**config.mk**
```make
export PLATFORM = sky130hd
export DESIGN_NAME = cdl_glob_ctrl
export DESIGN_NICKNAME = d
export VERILOG_FILES = /design/src/rtl/cdl_glob_pkg.sv /design/src/rtl/cdl_bclk_mon.sv /design/src/rtl/cdl_warm_fsm.sv /design/src/rtl/cdl_irq_unit.sv /design/src/rtl/cdl_glob_ctrl.sv
export SDC_FILE = /design/constraint.sdc
export NUM_CORES = 1
export LEC_CHECK = 0
export BUFFER_PORTS_ARGS = -buffer_cell sky130_fd_sc_hd__buf_4
export CAP_MARGIN = 5
export CORE_MARGIN = 2
export CORE_UTILIZATION = 50
export CTS_BUF_LIST = sky130_fd_sc_hd__clkbuf_4 sky130_fd_sc_hd__clkbuf_8
export DETAILED_ROUTE_END_ITERATION = 10
export PLACE_DENSITY = 0.84
export SYNTH_ARGS = -nofsm -noshare
export SYNTH_HDL_FRONTEND = slang
export SYNTH_SLANG_ARGS = --single-unit
```
**constraint.sdc**
```tcl
create_clock -name clk -period 10.41 [get_ports clk]
set_input_delay 3.123 -clock clk [delete_from_list [all_inputs] [get_ports clk]]
set_output_delay 3.123 -clock clk [all_outputs]
set_load 0.03 [all_outputs]
```
**src/rtl/cdl_glob_pkg.sv**
```systemverilog
package cdl_glob_pkg;

    localparam int N_SDIN      = 3;
    localparam int CTRL_USED_W = 7;

    localparam int CB_GIE    = 0;
    localparam int CB_COLD_N = 1;
    localparam int CB_WARM   = 2;
    localparam int CB_LSO    = 3;
    localparam int CB_RES0   = 4;

    localparam logic [7:0] REG_OFS_CTRL = 8'h3C;
    localparam logic [7:0] REG_OFS_STAT = 8'h40;

    typedef enum logic [1:0] {
        WS_IDLE  = 2'd0,
        WS_PULSE = 2'd1,
        WS_WAIT  = 2'd2
    } warm_state_e;

endpackage

```
**src/rtl/cdl_bclk_mon.sv**
```systemverilog
module cdl_bclk_mon #(
    parameter int TIMEOUT = 64
) (
    input  logic clk,
    input  logic rst_n,
    input  logic bit_clk,
    output logic rise_o,
    output logic active_o
);
    localparam int CW = $clog2(TIMEOUT + 1);

    logic [1:0]    sync_q;
    logic          prev_q;
    logic [CW-1:0] idle_q;

    assign rise_o   = sync_q[1] & ~prev_q;
    assign active_o = idle_q < CW'(TIMEOUT);

    always_ff @(posedge clk or negedge rst_n) begin
        if (!rst_n) begin
            sync_q <= '0;
            prev_q <= 1'b0;
            idle_q <= CW'(TIMEOUT);
        end else begin
            sync_q <= {sync_q[0], bit_clk};
            prev_q <= sync_q[1];
            if (rise_o)
                idle_q <= '0;
            else if (idle_q != CW'(TIMEOUT))
                idle_q <= idle_q + 1'b1;
        end
    end
endmodule

```
**src/rtl/cdl_warm_fsm.sv**
```systemverilog
module cdl_warm_fsm
    import cdl_glob_pkg::*;
#(
    parameter int SYNC_CYCLES = 128
) (
    input  logic clk,
    input  logic rst_n,
    input  logic start_i,
    input  logic bclk_rise_i,
    output logic busy_o,
    output logic sync_o
);
    localparam int CW = $clog2(SYNC_CYCLES + 1);

    warm_state_e   st_q, st_d;
    logic [CW-1:0] cnt_q;
    logic          pulse_done;

    assign pulse_done = (cnt_q == CW'(SYNC_CYCLES - 1));

    always_ff @(posedge clk or negedge rst_n) begin
        if (!rst_n) st_q <= WS_IDLE;
        else        st_q <= st_d;
    end

    always_ff @(posedge clk or negedge rst_n) begin
        if (!rst_n)               cnt_q <= '0;
        else if (st_q == WS_PULSE) cnt_q <= cnt_q + 1'b1;
        else                      cnt_q <= '0;
    end

    always_comb begin
        st_d = st_q;
        unique case (st_q)
            WS_IDLE:  if (start_i)     st_d = WS_PULSE;
            WS_PULSE: if (pulse_done)  st_d = WS_WAIT;
            WS_WAIT:  if (bclk_rise_i) st_d = WS_IDLE;
            default:                   st_d = WS_IDLE;
        endcase
    end

    always_comb begin
        busy_o = 1'b0;
        sync_o = 1'b0;
        unique case (st_q)
            WS_IDLE:  ;
            WS_PULSE: begin busy_o = 1'b1; sync_o = 1'b1; end
            WS_WAIT:  busy_o = 1'b1;
            default:  ;
        endcase
    end
endmodule

```
**src/rtl/cdl_irq_unit.sv**
```systemverilog
module cdl_irq_unit
    import cdl_glob_pkg::*;
#(
    parameter int GPI_W = 4
) (
    input  logic              clk,
    input  logic              rst_n,
    input  logic [GPI_W-1:0]  gpi_i,
    input  logic [N_SDIN-1:0] resume_i,
    input  logic              gie_i,
    input  logic [N_SDIN-1:0] res_en_i,
    input  logic [N_SDIN:0]   clr_i,
    output logic [N_SDIN:0]   stat_o,
    output logic              irq_o
);
    logic [GPI_W-1:0] gpi_s1_q, gpi_s2_q, gpi_prev_q;
    logic             gpi_chg;
    logic [N_SDIN:0]  stat_q;

    assign gpi_chg = |(gpi_s2_q ^ gpi_prev_q);

    always_ff @(posedge clk or negedge rst_n) begin
        if (!rst_n) begin
            gpi_s1_q   <= '0;
            gpi_s2_q   <= '0;
            gpi_prev_q <= '0;
        end else begin
            gpi_s1_q   <= gpi_i;
            gpi_s2_q   <= gpi_s1_q;
            gpi_prev_q <= gpi_s2_q;
        end
    end

    always_ff @(posedge clk or negedge rst_n) begin
        if (!rst_n) stat_q[0] <= 1'b0;
        else        stat_q[0] <= gpi_chg | (stat_q[0] & ~clr_i[0]);
    end

    for (genvar k = 0; k < N_SDIN; k++) begin : g_res
        always_ff @(posedge clk or negedge rst_n) begin
            if (!rst_n) stat_q[k+1] <= 1'b0;
            else        stat_q[k+1] <= resume_i[k] | (stat_q[k+1] & ~clr_i[k+1]);
        end
    end

    assign stat_o = stat_q;
    assign irq_o  = (stat_q[0] & gie_i) | (|(stat_q[N_SDIN:1] & res_en_i));
endmodule

```
**src/rtl/cdl_glob_ctrl.sv**
```systemverilog
module cdl_glob_ctrl
    import cdl_glob_pkg::*;
#(
    parameter int GPI_W        = 4,
    parameter int BCLK_TIMEOUT = 64,
    parameter int SYNC_CYCLES  = 128,
    parameter int ADDR_W       = 8
) (
    input  logic              clk,
    input  logic              rst_n,
    input  logic              pm_wake_rst,
    input  logic              bus_sel,
    input  logic              bus_wr,
    input  logic [ADDR_W-1:0] bus_addr,
    input  logic [3:0]        bus_be,
    input  logic [31:0]       bus_wdata,
    output logic [31:0]       bus_rdata,
    input  logic              bit_clk,
    input  logic [GPI_W-1:0]  gpi_i,
    input  logic [N_SDIN-1:0] resume_i,
    output logic              link_rst_n_o,
    output logic              link_sync_o,
    output logic              link_oe_o,
    output logic              irq_o
);
    logic              full_word, hit_ctrl, hit_stat;
    logic              wr_ctrl, wr_stat, rd_ctrl, rd_stat;
    logic              gie_q, cold_n_q, lso_q;
    logic [N_SDIN-1:0] res_en_q;
    logic              bclk_rise, bclk_active;
    logic              warm_start, warm_busy, warm_sync;
    logic [N_SDIN:0]   clr_mask, stat_q;
    logic              unused_wdata;

    assign unused_wdata = ^bus_wdata[31:CTRL_USED_W];

    assign full_word = bus_sel & (bus_be == 4'hF);
    assign hit_ctrl  = full_word & (bus_addr == ADDR_W'(REG_OFS_CTRL));
    assign hit_stat  = full_word & (bus_addr == ADDR_W'(REG_OFS_STAT));
    assign wr_ctrl   = hit_ctrl & bus_wr;
    assign wr_stat   = hit_stat & bus_wr;
    assign rd_ctrl   = hit_ctrl & ~bus_wr;
    assign rd_stat   = hit_stat & ~bus_wr;

    always_ff @(posedge clk or negedge rst_n) begin
        if (!rst_n) begin
            gie_q    <= 1'b0;
            cold_n_q <= 1'b0;
            lso_q    <= 1'b0;
            res_en_q <= '0;
        end else begin
            if (wr_ctrl) begin
                gie_q    <= bus_wdata[CB_GIE];
                cold_n_q <= bus_wdata[CB_COLD_N];
                lso_q    <= bus_wdata[CB_LSO];
                res_en_q <= bus_wdata[CB_RES0 +: N_SDIN];
            end
            if (pm_wake_rst)
                gie_q <= 1'b0;
        end
    end

    cdl_bclk_mon #(
        .TIMEOUT (BCLK_TIMEOUT)
    ) u_bclk_mon (
        .clk      (clk),
        .rst_n    (rst_n),
        .bit_clk  (bit_clk),
        .rise_o   (bclk_rise),
        .active_o (bclk_active)
    );

    assign warm_start = wr_ctrl & bus_wdata[CB_WARM] & ~bclk_active & ~warm_busy;

    cdl_warm_fsm #(
        .SYNC_CYCLES (SYNC_CYCLES)
    ) u_warm_fsm (
        .clk         (clk),
        .rst_n       (rst_n),
        .start_i     (warm_start),
        .bclk_rise_i (bclk_rise),
        .busy_o      (warm_busy),
        .sync_o      (warm_sync)
    );

    assign clr_mask = wr_stat ? bus_wdata[N_SDIN:0] : '0;

    cdl_irq_unit #(
        .GPI_W (GPI_W)
    ) u_irq_unit (
        .clk      (clk),
        .rst_n    (rst_n),
        .gpi_i    (gpi_i),
        .resume_i (resume_i),
        .gie_i    (gie_q),
        .res_en_i (res_en_q),
        .clr_i    (clr_mask),
        .stat_o   (stat_q),
        .irq_o    (irq_o)
    );

    always_comb begin
        bus_rdata = '0;
        if (rd_ctrl) begin
            bus_rdata[CB_GIE]               = gie_q;
            bus_rdata[CB_COLD_N]            = cold_n_q;
            bus_rdata[CB_WARM]              = warm_busy;
            bus_rdata[CB_LSO]               = lso_q;
            bus_rdata[CB_RES0 +: N_SDIN]    = res_en_q;
        end else if (rd_stat) begin
            bus_rdata[N_SDIN:0]             = stat_q;
        end
    end

    assign link_oe_o    = ~lso_q;
    assign link_rst_n_o = cold_n_q & ~lso_q;
    assign link_sync_o  = warm_sync & ~lso_q;
endmodule

```
==> key figures <==
Cells and area
  • Area occupied by multi-input gates: 885.9 µm²
  • Fraction of layout cells with a size suffix above 1: 29.00%
  • Fillcell total: 350
  • Antenna cells: 0
  • Layout area overhead: 18.98%
  • Final core occ: 61.56%
  • Commonest non-fill, non-tap cells in the layout: buf_4 (42), dfrtp_1 (41), conb_1 (25), nand3_1 (12), xnor2_1 (10)
  • Reg area: 1052 µm²
  • Commonest non-fill, non-tap cell in the layout: buf_4
  • NumNets Final: 293

Global route
  • Global routing's busiest layer: met2
  • Gr usage total: ~16%
  • Grt total ovfl: 0
  • Largest net degree at the start of global routing: 43
  • Met2 usage: 28.64%
  • Initial antenna violation count: 0
  • First-pass GRT wire length: 5.244 mm
  • Met3 GRT Util: 5.757%
  • M1 GR Usage: approximately 16%
  • Number of global-route vias before repair: 1297

Worst setup path
  • Critical path origin: bus_addr[1]
  • CP required: 7.29 ns
  • FF-to-FF path depth: 5
  • Critical path type: primary input to output port
  • Endpoint class of the critical path: output port
  • Crit start category: primary input
  • Crit Path Max Fanout: 4
  • Flop2flop setup slack: 8.65 ns
  • R2r endpoint: u_warm_fsm.st_q[1]
  • Crit path DAT: 4.85 ns
  • CP endpoint: bus_rdata[3]
  • Reg-to-Reg Start: u_warm_fsm.cnt_q[0]

Run
  • Max-cap violations: 0

Floorplan
  • Row cnt: 23
  • Die width: 68.34 µm
  • Core box area: 4000 µm²
  • Initial Utilization: 51.74%
  • Die Y: 68.34 µm
  • Die area: 4670 µm²
  • IO Count: 93

Placed design
  • IO Port Bufs: 42
  • Detail Placement HPWL: 2.583 mm
  • GPL Wtd Cong: 0.7824

Clock network
  • CTS tree: built
  • CTS Sinks: 42
  • Hold Buf Count CTS: 0
  • Clock slew seen by the registers of the worst setup and hold paths: ~0.070 ns
  • Clock root buffer: clkbuf_8
  • H-tree levels: 2
  • Total setup buffers inserted after CTS: 0
  • Clock Latency Late Sink: roughly 0.29 ns
  • PostCTS Resize Cnt: 0
  • Buffer levels on the longest clock path: 2
  • CTS Buf Count: 5

Power and ir drop
  • Peak VDD IR: roughly 110 µV
  • Power per cell area: 143.4 nW/µm²
  • Tot Pwr: around 0.00035 W
  • Lkg Pwr: 1.188 nW

Drt
  • Routed vias: 1388
  • Routed len/inst: 11.95 µm
  • Total routed wirelength: approximately 3.4 mm
  • Post-route ant nets: 0
  • Routed vias/inst: 4.940
  • Initial DRC Count: 65
  • Drc violations: 0
  • First-pass DRT Iterations: 4

Timing
  • Final setup vio count: 0
  • Setup TNS: 0 ns
  • Worst rel slew slack: 64.63%
  • Final hold violation count: 0
  • Hold_ws: roughly 0.35 ns
  • Pins Over Slew Limit: 0
  • Worst-margin pin slew: 0.5266 ns
  • Clock skew: around 0.0036 ns
  • Fin crit period: 7.973 ns
  • Achievable Freq: 125.4 MHz
  • RSZ-0062 raised after global routing: no
  • Period Utilization, post-route: 76.59%

Outcome
  • Outcome: finished clean

Synth
  • Cell Area, Synth: 2069 µm²
  • Part of the Yosys area used for sequential elements: 50.85%
  • Cells after synthesis: 184
  • Avg Synthesized Cell Area: 11.25 µm²
  • Ys Warns: 0
  • Synthesized flop and latch total: 42
  • Post-synth cell types: 37

Worst hold path
  • Hold WC Path Type: register to register
-- through the flow --
stage               setup WS (ns)  instance area [µm²]  instances
floorplan                   2.688                 2160        208
global placement            2.426                 2342        273
detailed placement          2.424                 2342        273
CTS                         2.417                 2462        281
global route                2.296                 2462        281
finish                      2.437                 2462        281
-- synthesized netlist by cell type --
cell / instances / area share (%)
o41ai_1: 1 / 0.42
a21oi_1: 1 / 0.24
o31ai_1: 1 / 0.36
and2_2: 3 / 1.1
conb_1: 1 / 0.18
xor2_1: 4 / 1.7
nor2_1: 9 / 1.6
buf_4: 25 / 9.1
clkbuf_1: 2 / 0.36
or2_4: 1 / 0.42
ha_1: 6 / 3.6
inv_1: 7 / 1.3
or3_1: 1 / 0.30
o21ai_0: 3 / 0.73
dfstp_2: 1 / 1.3
or4b_4: 1 / 0.66
nand2_1: 6 / 1.1
nand3b_1: 2 / 0.73
nor3_1: 2 / 0.48
mux2_2: 5 / 2.7
a21boi_0: 1 / 0.36
nand2b_1: 3 / 0.91
mux2i_1: 2 / 0.97
a21o_1: 4 / 1.5
a2bb2oi_1: 1 / 0.42
xnor2_1: 10 / 4.2
and2_1: 7 / 2.1
a22o_2: 4 / 1.9
and3_1: 2 / 0.60
nor4_4: 2 / 2.1
nor3b_1: 1 / 0.36
dfrtp_1: 41 / 50
nand3_1: 12 / 2.9
nor4_1: 2 / 0.60
nand4_1: 4 / 1.2
a22oi_1: 2 / 0.73
nor2b_1: 4 / 1.2
-- cell families (layout without fill, tap and decap cells) --
kind of cell / after synthesis / in the layout / share of synthesized area [%]
flip-flops: 42 / 42 / 50.85
multiplexers: 7 / 7 / 3.688
AO/OA/AOI/OAI: 18 / 18 / 6.650
adder cells (fa/ha/maj): 6 / 6 / 3.627
buffers and inverters: 34 / 57 / 10.70
XOR/XNOR: 14 / 14 / 5.925
other: 1 / 25 / 0.1812
AND/OR/NAND/NOR: 62 / 62 / 18.38
-- layout make-up --
cell class,count,area share (%)
tap,50,2.541
clock inverter,1,1.220
multi-input combinational,132,35.98
timing repair buffer,42,12.80
inverter,7,1.067
clock buffer,7,3.659
sequential,42,42.73
-- worst max-delay path, stage by stage --
cell and delay (ns):
buf_4 0.10, or4b_4 0.57, or2_4 0.29, nor3b_1 0.40, a22o_2 0.22, buf_4 0.15
-- flip-flops by register name, summed over array words and instances, names as in the netlist --
| signal | flops |
|---|---|
| res_en_q | 3 |
| u_irq_unit.stat_o | 4 |
| u_irq_unit.gpi_s2_q | 4 |
| u_warm_fsm.st_q | 2 |
| gie_q | 1 |
| lso_q | 1 |
| cold_n_q | 1 |
| u_irq_unit.gpi_prev_q | 4 |
| u_bclk_mon.sync_q | 2 |
| u_bclk_mon.prev_q | 1 |
| u_bclk_mon.idle_q | 7 |
| u_warm_fsm.cnt_q | 8 |
| u_irq_unit.gpi_s1_q | 4 |
-- layer usage --
layer	up-vias	wire length (µm)
met4	0	31
met5	-	0
met2	61	1630
met1	661	1368
li1	661	-
met3	5	327
-- report_power, final --
group	switching [W]	internal, W	leakage, nW
sequential	0.00000717	0.000172	0.518
clock	0.0000510	0.0000807	0.0619
combinational	0.0000254	0.0000172	0.608
-- worst min path at each step --
stage                                start                endpoint  slack (ns)  cells after the start
floorplan             u_bclk_mon.sync_q[0]    u_bclk_mon.sync_q[1]        0.33                      0
global placement    u_irq_unit.gpi_s1_q[3]  u_irq_unit.gpi_s2_q[3]        0.33                      0
detailed placement  u_irq_unit.gpi_s1_q[3]  u_irq_unit.gpi_s2_q[3]        0.34                      0
CTS                 u_irq_unit.gpi_s1_q[3]  u_irq_unit.gpi_s2_q[3]        0.35                      0
global route        u_irq_unit.gpi_s1_q[0]  u_irq_unit.gpi_s2_q[0]        0.37                      0
finish              u_irq_unit.gpi_s1_q[3]  u_irq_unit.gpi_s2_q[3]        0.35                      0
No activity file was read; power rests on OpenSTA's default activity.
